--- src/rtl/sector_dma.sv ---
module sector_dma #(
  parameter int AW           = 32,
  parameter int MW           = 32,
  parameter int PW           = 16,
  parameter int SECTOR_BYTES = 512,
  parameter int SW           = 5,
  parameter logic [SW-1:0] DATA_SEL = 5'b01000
) (
  input  logic          clk,
  input  logic          rst_n,
  input  logic          addr_we,
  input  logic [AW-1:0] addr_wdata,
  output logic [AW-1:0] start_addr,
  input  logic          cmd_we,
  input  logic          cmd_xfer,
  input  logic          cmd_dir,
  output logic          busy,
  output logic          mem_req,
  output logic          mem_we,
  output logic [AW-1:0] mem_addr,
  output logic [MW-1:0] mem_wdata,
  input  logic [MW-1:0] mem_rdata,
  input  logic          mem_ack,
  output logic          pio_req,
  output logic          pio_write,
  output logic [SW-1:0] pio_sel,
  output logic [PW-1:0] pio_wdata,
  input  logic [PW-1:0] pio_rdata,
  input  logic          pio_done
);
  localparam int BPW   = MW / 8;
  localparam int WORDS = SECTOR_BYTES / BPW;
  localparam int HALVES = MW / PW;
  localparam int WCW   = (WORDS > 1) ? $clog2(WORDS) : 1;
  localparam int HCW   = (HALVES > 1) ? $clog2(HALVES) : 1;

  typedef enum logic [1:0] {S_IDLE, S_MEM_RD, S_PIO, S_MEM_WR} st_t;

  st_t            st_q;
  logic           dir_q;
  logic [AW-1:0]  base_q;
  logic [AW-1:0]  ptr_q;
  logic [MW-1:0]  buf_q;
  logic [WCW-1:0] wcnt_q;
  logic [HCW-1:0] half_q;

  wire go        = cmd_we && cmd_xfer && (st_q == S_IDLE);
  wire last_half = (half_q == HCW'(HALVES - 1));
  wire last_word = (wcnt_q == WCW'(WORDS - 1));

  assign start_addr = base_q & ~AW'(BPW - 1);
  assign busy       = (st_q != S_IDLE);
  assign mem_req    = (st_q == S_MEM_RD) || (st_q == S_MEM_WR);
  assign mem_we     = (st_q == S_MEM_WR);
  assign mem_addr   = ptr_q;
  assign mem_wdata  = buf_q;
  assign pio_req    = (st_q == S_PIO);
  assign pio_write  = dir_q;
  assign pio_sel    = DATA_SEL;
  assign pio_wdata  = buf_q[half_q*PW +: PW];

  always_ff @(posedge clk or negedge rst_n) begin
    if (!rst_n) begin
      st_q   <= S_IDLE;
      dir_q  <= 1'b0;
      base_q <= '0;
      ptr_q  <= '0;
      buf_q  <= '0;
      wcnt_q <= '0;
      half_q <= '0;
    end else begin
      if (addr_we) base_q <= addr_wdata;
      unique case (st_q)
        S_IDLE: if (go) begin
          dir_q  <= cmd_dir;
          ptr_q  <= start_addr;
          wcnt_q <= '0;
          half_q <= '0;
          st_q   <= cmd_dir ? S_MEM_RD : S_PIO;
        end
        S_MEM_RD: if (mem_ack) begin
          buf_q  <= mem_rdata;
          half_q <= '0;
          st_q   <= S_PIO;
        end
        S_PIO: if (pio_done) begin
          if (!dir_q) buf_q[half_q*PW +: PW] <= pio_rdata;
          if (last_half) begin
            half_q <= '0;
            if (dir_q) begin
              ptr_q  <= ptr_q + AW'(BPW);
              wcnt_q <= wcnt_q + 1'b1;
              st_q   <= last_word ? S_IDLE : S_MEM_RD;
            end else begin
              st_q <= S_MEM_WR;
            end
          end else begin
            half_q <= half_q + 1'b1;
          end
        end
        S_MEM_WR: if (mem_ack) begin
          ptr_q  <= ptr_q + AW'(BPW);
          wcnt_q <= wcnt_q + 1'b1;
          st_q   <= last_word ? S_IDLE : S_PIO;
        end
        default: st_q <= S_IDLE;
      endcase
    end
  end
endmodule

--- config.mk ---
export PLATFORM = sky130hd
export DESIGN_NAME = sector_dma
export DESIGN_NICKNAME = d
export VERILOG_FILES = /design/src/rtl/sector_dma.sv
export SDC_FILE = /design/constraint.sdc
export NUM_CORES = 1
export LEC_CHECK = 0
export BUFFER_PORTS_ARGS = -buffer_cell sky130_fd_sc_hd__buf_2
export CELL_PAD_IN_SITES_DETAIL_PLACEMENT = 1
export CELL_PAD_IN_SITES_GLOBAL_PLACEMENT = 1
export CORE_MARGIN = 1.5
export CORE_UTILIZATION = 34
export CTS_BUF_LIST = sky130_fd_sc_hd__clkbuf_2
export CTS_CLUSTER_DIAMETER = 150
export DETAILED_ROUTE_END_ITERATION = 8
export PLACE_DENSITY_LB_ADDON = 0.08
export SKIP_CTS_REPAIR_TIMING = 1
export SYNTH_ARGS = -nofsm -noshare
export SYNTH_HDL_FRONTEND = slang
export SYNTH_SLANG_ARGS = --single-unit
export TNS_END_PERCENT = 1
--- constraint.sdc ---
create_clock -name clk -period 1.9 [get_ports clk]
set_input_delay 0.19 -clock clk [delete_from_list [all_inputs] [get_ports clk]]
set_output_delay 0.19 -clock clk [all_outputs]
set_load 0.01 [all_outputs]
==> metrics <==
Initial Utilization=0.351; status=finished, violations left; Skew-Pair Late Insertion Delay=640 ps; Power Density=1400 mW/mm^2; EDFF count, synth=0; Die ar.=0.0173 mm^2; fin worst setup slack=-143 ps; Area Overhead vs Synth=53.2%; CP Launch Type=register; list of most frequent post-synthesis cells=dfrtp_1, nand2_1, mux2_2; register bit total from synthesis=103; Die Y-Extent=132 um; total chip power=12.0 mW; Pins Over Slew Limit=0; Max Cap Viol=0; type of the worst min-delay path=in -> async; critical path's largest stage delay=550 ps; failing checks=setup timing; crit end category=primary output; CP arrival=1850 ps; CTS tree=yes; routed vias=6229; Worst Clk Skew=39.0 ps; overall overflow remaining after global route=0; Post-DRT Antenna Nets=0; Worst slew margin=0.669; # setup viols final=17; CTS Buf Count=9; Crit Path Max Fanout=6; reg2reg start=half_q; worst vdd ir=0.535 mV; Setup WS pre-CTS=13.0 ps; pin count of the biggest net entering global routing=67; Total GRT Usage=0.228; largest cells by area after synthesis=dfrtp_1, mux2_2, nand2_1; crit path time final=2040 ps; CP Data Required Time=1710 ps; DRC=0; register area share after synthesis=0.459; CTS H-tree lvls=3; First-pass DRT Iterations=5; # port buffers=198; initial antenna violation count=2; Clock transition at path regs=310 ps; layout cells sized above 1=0.386; R2R Setup Slk=30 ps; Die W=132 um; worst-path cell chain=clkbuf_16 -> mux2_4 -> buf_6; WL final=22900 um; slowest CP cell=dfrtp_2; fin nets=1007; Hold Violations, Final=0; Core Footprint=0.0160 mm^2; post-DR vias/cell=5.46; IO Count=210; vias in the first global route=5805; Yosys top cell by area=dfrtp_1; Final HPWL DP=14200 um; CTS max path bufs=2; count leader, synth=dfrtp_1; first-pass GRT wire length=31700 um; post-synth top area share=0.459; Mean Syn Cell Area=9.27 um^2; P_leak=3.87 nW; Rows=46; CTS sink cnt=103; Top FF cell, synth=dfrtp_1; wire per inst=20.1 um; Tcrit/Tclk final=1.08; Async SR Flop Fraction=1.00; drt initial violations=360; GPL Wtd Cong=0.820; critical setup path kind=reg -> out; Yosys Warn Count=0; mapped cell area=0.00562 mm^2; RSZ-0062 raised after global routing=yes; Mapped Cells=606; Max Clock Freq=490 MHz; worst slew pin tran=492 ps; root buffer cell=clkbuf_2; crit path launch=half_q; distinct cell type count after synthesis=52
-- registers in the layout (all words and copies together) (netlist names) --
name and flops:
base_q 30, st_q 2, mem_addr 30, half_q 1, mem_wdata 32, wcnt_q 7, pio_write 1
-- worst paths after layout --
kind	to	cells past startpoint
max	pio_wdata[3]	3
min	base_q[5]	3
max reg2reg	mem_wdata[9]	6
min reg2reg	mem_wdata[1]	2
max in group asynchronous	mem_addr[27]	3
min in group clk	st_q[0]	5
-- power by group --
part	internal [mW]	total (mW)	switching [mW]
Combinational	3.45	7.29	3.84
Clock	0.305	1.12	0.818
Sequential	2.88	3.60	0.713
-- kinds of logic after synthesis --
family	count (synthesis)	share of synthesized area
muxes	49	0.0976
and+or+nand+nor	244	0.231
AOI/OAI and AO/OA	138	0.152
DFF	103	0.459
other	2	0.00134
buffers and inverters	68	0.0555
adders and majority gates	2	0.00445
-- area by class of cell --
cell class / instances / area, um^2
antenna: 2 / 5.00
clock buffer: 10 / 50.0
clock inverter: 6 / 60.1
fill: 1883 / 7400
inverter: 8 / 33.8
multi-input combinational: 443 / 2960
sequential: 103 / 2580
tap: 216 / 270
timing repair buffer: 352 / 2650
-- cell usage in the layout, fill, tap and decap left out, types with 3 or more instances in the layout --
cell type	count
clkbuf_16	4
nor4_2	8
a31oi_1	17
mux2i_1	3
conb_1	9
o21ai_0	32
nor2_1	27
inv_1	7
clkbuf_2	10
nor4_1	6
nor3_1	16
a22oi_1	8
or3_1	4
buf_6	19
dfrtp_1	101
nor3b_1	19
nand3_1	45
mux2_2	30
o211ai_1	7
and2_1	5
buf_2	181
buf_4	57
nand2_1	67
a21oi_1	31
nand2b_1	7
or4_1	4
a311oi_1	6
nand4_1	8
buf_12	9
o22ai_1	17
and4_1	9
mux2_4	16
dlygate4sd3_1	82
and3_1	4
-- critical path: cells and delay by family (launching register included) --
family | cells | cell delay, ps
buf+inv | 2 | 340
flops | 1 | 550
mux | 1 | 320
-- metrics by stage --
step / cells / instance area (um^2) / setup TNS (ps) / hold WS, ps / utilization
final: 1140 / 8600 / -1790 / 48.3 / 0.538
after global routing: 1140 / 8600 / -3530 / 1.63 / 0.538
after CTS: 1038 / 7240 / -4580 / -670 / 0.453
after detailed placement: 1022 / 7130 / 0 / 120 / 0.446
after global placement: 1022 / 7130 / 0 / 114 / 0.446
after floorplan: 613 / 5640 / 0 / -106 / -
-- layer usage --
| layer | GRT usage | wire (um) |
|---|---|---|
| met1 | 0.310 | 10000 |
| met5 | 0 | 0 |
| met2 | 0.378 | 11300 |
| met3 | 0.0390 | 1150 |
| met4 | 0.0562 | 470 |
No activity file was read; power rests on OpenSTA's default activity.
